**src/rtl/fm_pkg.sv**
```systemverilog
package fm_pkg;

    // Registered top-level outputs of the fault manager.
    typedef struct packed {
        logic clr;
        logic shutdown;
        logic fault_n;
    } fm_top_state_t;

    localparam fm_top_state_t FM_TOP_RESET = '{clr: 1'b0, shutdown: 1'b0, fault_n: 1'b1};

endpackage

```
**src/rtl/fm_fault_unit.sv**
```systemverilog
// One protection class with a hold-or-recover response.
// TIMED = 1: recovery after RETRY_CYCLES quiet cycles (release_in qualifies it).
// TIMED = 0: recovery when release_in is seen with the flag low.
module fm_fault_unit #(
    parameter bit TIMED        = 1'b1,
    parameter int RETRY_CYCLES = 4096
) (
    input  logic clk,
    input  logic rst_n,
    input  logic fault_in,
    input  logic retry_mode,
    input  logic clr_pulse,
    input  logic release_in,
    output logic engaged_d
);
    localparam int CW = (RETRY_CYCLES > 1) ? $clog2(RETRY_CYCLES) : 1;

    typedef struct packed {
        logic          held;
        logic          retry;
        logic [CW-1:0] cnt;
    } unit_state_t;

    unit_state_t st_d, st_q;
    logic        rel;

    generate
        if (TIMED) begin : g_timer
            localparam logic [CW-1:0] LAST = CW'(RETRY_CYCLES - 1);
            assign rel = (st_q.cnt == LAST) && release_in;
        end else begin : g_external
            assign rel = release_in;
        end
    endgenerate

    always_comb begin
        st_d = st_q;
        if (fault_in) begin
            if (retry_mode) begin
                st_d.retry = 1'b1;
                st_d.cnt   = '0;
            end else begin
                st_d.held = 1'b1;
            end
        end else if (st_q.retry) begin
            if (rel) begin
                st_d.retry = 1'b0;
                st_d.cnt   = '0;
            end else begin
                st_d.cnt = st_q.cnt + 1'b1;
            end
        end
        // a clear only releases a hold whose cause has gone away
        if (clr_pulse && !fault_in) begin
            st_d.held = 1'b0;
        end
        engaged_d = st_d.held | st_d.retry;
    end

    always_ff @(posedge clk or negedge rst_n) begin
        if (!rst_n) begin
            st_q <= '0;
        end else begin
            st_q <= st_d;
        end
    end

endmodule

```
**src/rtl/fm_pin_merge.sv**
```systemverilog
// Combines shutdown causes and report-only causes into the next output values.
module fm_pin_merge #(
    parameter int N_SD  = 3,
    parameter int N_RPT = 2
) (
    input  logic [N_SD-1:0]  sd_terms,
    input  logic [N_RPT-1:0] rpt_terms,
    output logic             shutdown_d,
    output logic             fault_n_d
);
    always_comb begin
        shutdown_d = |sd_terms;
        fault_n_d  = !(shutdown_d || (|rpt_terms));
    end
endmodule

```
**src/rtl/fault_manager.sv**
```systemverilog
module fault_manager
    import fm_pkg::*;
#(
    parameter int RETRY_CYCLES = 4096
) (
    input  logic clk,
    input  logic rst_n,
    input  logic oc_flag,
    input  logic ot_flag,
    input  logic ot_cooled,
    input  logic ov_flag,
    input  logic stall_flag,
    input  logic cbc_active,
    input  logic oc_auto_retry,
    input  logic ot_auto_retry,
    input  logic ov_enable,
    input  logic stall_report,
    input  logic cbc_report,
    input  logic cbc_reg_mode,
    input  logic clr_write,
    output logic clr_bit,
    output logic shutdown_req,
    output logic fault_n
);
    localparam int N_SD  = 3;
    localparam int N_RPT = 2;

    fm_top_state_t st_d, st_q;
    logic          oc_engaged, ot_engaged;
    logic          sd_next, fn_next;
    logic [N_SD-1:0]  sd_terms;
    logic [N_RPT-1:0] rpt_terms;

    fm_fault_unit #(.TIMED(1'b1), .RETRY_CYCLES(RETRY_CYCLES)) u_oc (
        .clk        (clk),
        .rst_n      (rst_n),
        .fault_in   (oc_flag),
        .retry_mode (oc_auto_retry),
        .clr_pulse  (st_q.clr),
        .release_in (1'b1),
        .engaged_d  (oc_engaged)
    );

    fm_fault_unit #(.TIMED(1'b0), .RETRY_CYCLES(RETRY_CYCLES)) u_ot (
        .clk        (clk),
        .rst_n      (rst_n),
        .fault_in   (ot_flag),
        .retry_mode (ot_auto_retry),
        .clr_pulse  (st_q.clr),
        .release_in (ot_cooled),
        .engaged_d  (ot_engaged)
    );

    assign sd_terms  = {ov_enable & ov_flag, ot_engaged, oc_engaged};
    assign rpt_terms = {cbc_report & cbc_reg_mode & cbc_active, stall_report & stall_flag};

    fm_pin_merge #(.N_SD(N_SD), .N_RPT(N_RPT)) u_merge (
        .sd_terms   (sd_terms),
        .rpt_terms  (rpt_terms),
        .shutdown_d (sd_next),
        .fault_n_d  (fn_next)
    );

    always_comb begin
        st_d          = st_q;
        st_d.clr      = clr_write;   // one cycle per strobe, then back to 0
        st_d.shutdown = sd_next;
        st_d.fault_n  = fn_next;
    end

    always_ff @(posedge clk or negedge rst_n) begin
        if (!rst_n) begin
            st_q <= FM_TOP_RESET;
        end else begin
            st_q <= st_d;
        end
    end

    assign clr_bit      = st_q.clr;
    assign shutdown_req = st_q.shutdown;
    assign fault_n      = st_q.fault_n;

endmodule

```
**config.mk**
```make
export PLATFORM = sky130hd
export DESIGN_NAME = fault_manager
export DESIGN_NICKNAME = d
export VERILOG_FILES = /design/src/rtl/fm_pkg.sv /design/src/rtl/fm_fault_unit.sv /design/src/rtl/fm_pin_merge.sv /design/src/rtl/fault_manager.sv
export SDC_FILE = /design/constraint.sdc
export NUM_CORES = 1
export LEC_CHECK = 0
export CAP_MARGIN = 20
export CORE_ASPECT_RATIO = 1.4
export CORE_MARGIN = 1
export CORE_UTILIZATION = 45
export DETAILED_ROUTE_END_ITERATION = 7
export DONT_BUFFER_PORTS = 1
export PLACE_DENSITY = 0.64
export REMOVE_ABC_BUFFERS = 1
export SLEW_MARGIN = 20
export SYNTH_ARGS = -nofsm -noshare
export SYNTH_HDL_FRONTEND = slang
export SYNTH_SLANG_ARGS = --single-unit
```
**constraint.sdc**
```tcl
create_clock -name clk -period 1.9 [get_ports clk]
set_clock_uncertainty 0.1 [all_clocks]
set_input_delay 0.38 -clock clk [delete_from_list [all_inputs] [get_ports clk]]
set_output_delay 0.38 -clock clk [all_outputs]
set_load 0.05 [all_outputs]
```
# [Word level (Yosys, flattened, before mapping)]
# Index checks and enable logic that the tools add are counted.
[op_classes] add_sub_neg=2 n_mul=0 n_div=0 order_cmp=0 n_eq_ne=3 n_shift=0 muxes=16 bitwise_logic=6 reduce_logical=12
[op_table] cell="$mux 13" n=6
[op_table] cell="$add 12x1->12 const B" n=2
[op_table] cell="$mux 12" n=2
[op_table] cell="$eq 12x12->1 const B" n=1
[op_table] cell="$mux 1" n=8
[op_table] cell="$and 1x1->1" n=4
[op_table] cell="$ne 2x1->1 const B" n=2
[op_table] cell="$reduce_and 2->1" n=2
[op_table] cell="$reduce_bool 2->1" n=2
[op_table] cell="$logic_not 1->1" n=3
[op_table] cell="$reduce_or 3->1" n=1
[op_table] cell="$logic_and 1x1->1" n=2
[op_table] cell="$or 1x1->1" n=2
[op_table] cell="$reduce_or 2->1" n=1
[op_table] cell="$logic_or 1x1->1" n=1
[word_totals] reg_bits=31 latchBits=0 ram_bits=0 rom_bits=0 inputBits=15 out_inout_bits=3 elab_cells=48 n_memories=0

# [Logic depth before layout (Yosys ltp)]
[logic_depth] depth_word=8 depth_mapped=6 depth_no_buf=5

# [By module]
# A second synthesis with hierarchy kept.
[hier_totals] cells_unflattened=106 hier_area_um2=983.4
[by_module_without_submodules] mod="fm_fault_unit at u_oc" n_inst=1 cells_per_inst=87 area_each_um2=772.0 seq_area_each_um2=350.3
[by_module_without_submodules] mod="fault_manager" n_inst=1 cells_per_inst=7 area_each_um2=98.8 seq_area_each_um2=76.3
[by_module_without_submodules] mod="fm_fault_unit at u_ot" n_inst=1 cells_per_inst=10 area_each_um2=91.3 seq_area_each_um2=50.0
[by_module_without_submodules] mod="fm_pin_merge" n_inst=1 cells_per_inst=2 area_each_um2=21.3 seq_area_each_um2=0.0

# [Least setup slack after synthesis]
# OpenSTA, ideal clock, no wires.
[synth_path] path_kind="register -> register" startpoint="register u_oc.st_q[0] (netlist name)" endpoint="register u_oc.st_q[0] (netlist name)" setup_time_ns=0.125 arrival_time_ns=1.297 required_ns=1.675 path_slack_ns=0.378 stages_incl_launch_ff=6 path_buffers=1 synth_period_minus_slack_ns=1.522 cell_sequence="dfrtp_1 ha_1 nand3_1 o31a_1 buf_6 mux2_2"
[synth_between] elab_chain_cells=4 word_cells_on_any_way=5 cone_classes="add/sub: 1; eq/ne: 1; mux: 3"
[synth_rtl] item="start, declared" line_no="fm_fault_unit.sv:24" text="unit_state_t st_d, st_q;"
[synth_rtl] item="start signal, assigned" line_no="fm_fault_unit.sv:64" text="st_q <= st_d;"
[synth_rtl] item="$add 12x1->12 or $eq 12x12->1 (tied branches)" line_no="fm_fault_unit.sv:50, fm_fault_unit.sv:30"
[synth_rtl] item="$mux 12 (*)" line_no="fm_fault_unit.sv:46" text="if (rel) begin"
[synth_rtl] item="$mux 13 (*)" line_no="fm_fault_unit.sv:45" text="end else if (st_q.retry) begin"
[synth_rtl] item="$mux 13 (*)" line_no="fm_fault_unit.sv:38" text="if (fault_in) begin"
# Mark *: on every way between the ends. The rest lies on a longest branch, timed or not. The select of a mux whose other input is x is not followed.
# A chain may end at the register's enable or synchronous reset.

# [Worst setup path in the final report]
[layout_path] startpoint="register u_oc.st_q[1] (netlist name)" endpoint="register u_oc.st_q[0] (netlist name)"
[layout_between] elab_chain_cells=4
[layout_rtl] item="$eq 12x12->1" line_no="fm_fault_unit.sv:30" text="assign rel = (st_q.cnt == LAST) && release_in;"
[layout_rtl] item="$mux 12" line_no="fm_fault_unit.sv:46"
[layout_rtl] item="$mux 13" line_no="fm_fault_unit.sv:45"
[layout_rtl] item="$mux 13" line_no="fm_fault_unit.sv:38"
# No other way between the ends. The select of a mux whose other input is x is not followed.

==> run_summary.xml <==
<?xml version="1.0" encoding="UTF-8"?>
<metrics>
  <group name="yosys">
    <metric name="mappedNetlistArea" unit="um2">999.7</metric>
    <metric name="synthesis.yosys.warnings" unit="">0</metric>
    <metric name="synthesis.area_per_instance" unit="um2">10.31</metric>
    <metric name="netlist_instances" unit="">97</metric>
    <metric name="synth_cell_types" unit="">37</metric>
    <metric name="ys_seq_elements" unit="">19</metric>
    <metric name="synth_sequential_area_ratio" unit="%">47.68</metric>
  </group>
  <group name="global_routing">
    <metric name="global_route.usage.total" unit="%">19.42</metric>
    <metric name="vias_in_the_first_global_route" unit="">834</metric>
    <metric name="grt_first_pass_wirelength" unit="um">3539</metric>
    <metric name="grt_antenna_before_repair" unit="">0</metric>
    <metric name="globalRoute.totalOverflow" unit="">0</metric>
    <metric name="grt_max_degree" unit="">20</metric>
  </group>
  <group name="flow_run">
    <metric name="cap_viol_max_count" unit="">0</metric>
  </group>
  <group name="detailed_routing">
    <metric name="vias" unit="">781</metric>
    <metric name="drt_iter0_markers" unit="">39</metric>
    <metric name="wl_per_cell" unit="um">16.29</metric>
    <metric name="drt-vias-per-instance" unit="">6.350</metric>
    <metric name="number_of_design_rule_violations_left_after_detail_routing" unit="">0</metric>
    <metric name="drt_first_pass_iters" unit="">4</metric>
    <metric name="final_wirelength" unit="um">2004</metric>
    <metric name="post_detailed_route_count_of_antenna_violating_nets" unit="">0</metric>
  </group>
  <group name="power">
    <metric name="power.net_switching" unit="uW">199.5</metric>
    <metric name="worst_ir_drop_vdd" unit="uV">539.7</metric>
    <metric name="seqPwrFrac" unit="%">60.6</metric>
    <metric name="cell_internal_pwr" unit="uW">540.6</metric>
    <metric name="power.leakage" unit="uW">0.0004503</metric>
    <metric name="p_clk_share" unit="%">28.0</metric>
    <metric name="pwr_density_cell" unit="mW/mm2">695.1</metric>
    <metric name="design_power_total" unit="uW">740.1</metric>
    <metric name="power.switching_fraction" unit="%">26.95</metric>
    <metric name="pwr-share-comb" unit="%">11.4</metric>
  </group>
  <group name="timing">
    <metric name="report.final.slew_viol_count" unit="">0</metric>
    <metric name="fin_hold_ws" unit="ns">0.05345</metric>
    <metric name="min_period" unit="ns">1.661</metric>
    <metric name="grt_setup_unrepaired" unit="">false</metric>
    <metric name="final_hold_violating_endpoints" unit="">0</metric>
    <metric name="timing_worst_slew_pin_value" unit="ns">0.8368</metric>
    <metric name="worst_slew_margin_rel" unit="%">44.03</metric>
    <metric name="worst_slack" unit="ns">0.2395</metric>
    <metric name="timing.fmax" unit="GHz">0.6022</metric>
    <metric name="setup-violations-final" unit="">0</metric>
    <metric name="setup_total_negative_slack" unit="ns">0</metric>
    <metric name="final.period_utilization" unit="%">87.40</metric>
  </group>
  <group name="clock_tree">
    <metric name="clkSinkCount" unit="">19</metric>
    <metric name="cts.root.buffer_cell" unit="">clkbuf_4</metric>
    <metric name="numCtsBuffers" unit="">3</metric>
    <metric name="clk_latency" unit="ns">0.30</metric>
    <metric name="cts_buffer_depth" unit="">2</metric>
    <metric name="post_cts_buffers" unit="">0</metric>
    <metric name="cts.htree.levels" unit="">1</metric>
    <metric name="tritoncts_clock_tree" unit="">yes</metric>
    <metric name="cts.reportedPaths.clkPinSlew" unit="ns">0.10</metric>
  </group>
  <group name="floorplanning">
    <metric name="io-pin-count" unit="">18</metric>
    <metric name="core_region_area" unit="mm2">0.002021</metric>
    <metric name="placementRows" unit="">19</metric>
    <metric name="starting_density_of_the_core" unit="%">49.47</metric>
    <metric name="chipHeight" unit="um">57.77</metric>
    <metric name="die_width" unit="um">41.84</metric>
    <metric name="fp.dieArea" unit="mm2">0.002417</metric>
  </group>
  <group name="place">
    <metric name="preCtsSetupSlack" unit="ns">0.2648</metric>
    <metric name="detailedPlacementHpwl" unit="um">1462</metric>
    <metric name="numPortBuffers" unit="">0</metric>
    <metric name="dpl-instance-area" unit="mm2">0.001017</metric>
    <metric name="place_congestion" unit="">0.8392</metric>
  </group>
  <group name="final_layout">
    <metric name="multi_input_area" unit="um2">491.7</metric>
    <metric name="post_route_cells_drive_above_1_share" unit="%">13.73</metric>
    <metric name="area.growth.synth_to_final" unit="%">6.508</metric>
    <metric name="number_of_inserted_diodes" unit="">0</metric>
    <metric name="seqCellArea" unit="um2">476.7</metric>
    <metric name="mostFrequentLayoutCell" unit="">dfrtp_1</metric>
    <metric name="layout_common_cells" unit="">dfrtp_1 (18), nand2_1 (11), nand3_1 (9), nor2_1 (6)</metric>
    <metric name="postLayoutCellArea" unit="mm2">0.001065</metric>
    <metric name="fillers" unit="">175</metric>
    <metric name="final_net_count" unit="">119</metric>
  </group>
  <group name="critical_path">
    <metric name="critPathBufInv" unit="">0</metric>
    <metric name="critical-path-top-delay-family" unit="">flip-flops</metric>
    <metric name="crit_path_start_kind" unit="">flip-flop</metric>
    <metric name="critical_path.cell_chain" unit="">ha_1, nand3_1, o31a_1, mux2_2</metric>
    <metric name="timing.setup.critical_path_class" unit="">flip-flop to flip-flop</metric>
    <metric name="critical_path_arrival" unit="ns">1.75</metric>
    <metric name="worst_path_largest_cell_delay" unit="ns">0.39</metric>
    <metric name="cpMaxStageDelayCell" unit="">dfrtp_1</metric>
    <metric name="crit_fanout" unit="">9</metric>
    <metric name="crit_path_end_kind" unit="">flip-flop</metric>
    <metric name="worstPathRequired" unit="ns">1.99</metric>
  </group>
  <group name="worst_hold_path">
    <metric name="holdCritPathClass" unit="">input pin to flip-flop</metric>
  </group>
  <group name="status">
    <metric name="run_status" unit="">completed</metric>
  </group>
</metrics>
cells in the mapped netlist (all sizes together):
cell / count / share of area [%]
a31oi: 3 / 1.9
ha: 1 / 1.3
o21ai: 6 / 3.0
o31a: 1 / 0.88
and4: 1 / 0.88
and3: 1 / 0.63
a21oi: 2 / 1.0
buf: 2 / 1.6
nand3: 9 / 4.5
o22ai: 1 / 0.63
or4: 1 / 0.75
xnor2: 3 / 2.6
nor3: 2 / 1.0
mux2: 1 / 1.1
o221a: 1 / 1.1
a32o: 1 / 1.0
nand2: 11 / 4.1
o41ai: 2 / 2.5
or3: 2 / 1.3
dfstp: 1 / 2.6
nor2b: 4 / 2.5
nor2: 6 / 2.3
a22o: 2 / 1.8
nor4: 2 / 3.4
o311ai: 1 / 0.88
o211ai: 1 / 0.75
dfrtp: 18 / 45
inv: 4 / 1.5
nand4: 4 / 3.1
nand2b: 1 / 1.4
mux2i: 1 / 2.3
a211oi: 1 / 0.75
per-stage QoR:
step           instances  utilization, %
2_1_floorplan         95               -
3_3_place_gp         117           50.34
3_5_place_dp         117           50.34
4_1_cts              123           52.69
5_1_grt              123           52.69
6_report             123           52.69
worst reg2reg max path: cells and delay by family, from the launching register on:
family	cells	cell delay, ns
flip-flops	1	0.39
AO/OA/AOI/OAI	1	0.39
multiplexers	1	0.30
adder cells (fa/ha/maj)	1	0.24
AND/OR/NAND/NOR	1	0.14
flip-flops by register name, summed over array words and instances, names as in the netlist:
name          count
shutdown_req      1
fault_n           1
u_oc.st_q        14
clr_bit           1
u_ot.st_q         2
final timing paths:
path,startpoint,to,slack [ns],depth (start not counted)
hold / removal,oc_auto_retry,u_oc.st_q[13],0.05,1
setup / recovery,u_oc.st_q[1],u_oc.st_q[0],0.24,4
setup reg to reg,u_oc.st_q[1],u_oc.st_q[0],0.24,4
hold reg to reg,u_ot.st_q[12],u_ot.st_q[12],0.43,2
max in group asynchronous,rst_n,u_oc.st_q[12],0.67,1
min in group asynchronous,rst_n,u_oc.st_q[9],0.51,1
final cells by class:
class,count,area share [%]
multi-input combinational,72,46.18
tap,21,2.468
timing repair buffer,3,2.585
sequential,19,44.77
inverter,4,1.410
clock buffer,3,2.115
clock inverter,1,0.4700
power groups by stage:
stage | combinational, uW | sequential, uW | clock, uW
after floorplan | 54.6 | 453 | 0
after global placement | 71.6 | 453 | 0
after detailed placement | 74.6 | 456 | 0
after CTS | 86.8 | 448 | 207
after global routing | 95.1 | 452 | 232
final | 84.4 | 448 | 207
logic make-up (layout without fill, tap and decap cells):
logic type / Yosys count / in the layout / synth area share, %
adders and majority gates: 1 / 1 / 1.251
DFF: 19 / 19 / 47.68
and+or+nand+nor: 44 / 44 / 25.78
buffers and inverters: 6 / 11 / 3.128
xor gates and xnor gates: 3 / 3 / 2.629
AOI/OAI and AO/OA: 22 / 22 / 16.15
muxes: 2 / 2 / 3.379
per-layer routing:
| metal | track usage, % | share of wire [%] | vias to the layer above |
|---|---|---|---|
| met2 | 33.04 | 53 | 25 |
| met3 | 3.427 | 4.0 | 5 |
| met4 | 11.52 | 1.9 | 0 |
| li1 | - | - | 373 |
| met5 | 0 | 0 | - |
| met1 | 22.75 | 41 | 378 |
timing repair:
action | 4_1_cts | 5_1_grt
hold buffers | 2 | 0
hold endpoints to repair | 20 | 0
gates resized for setup | 0 | 0
No activity file was read; power rests on OpenSTA's default activity.
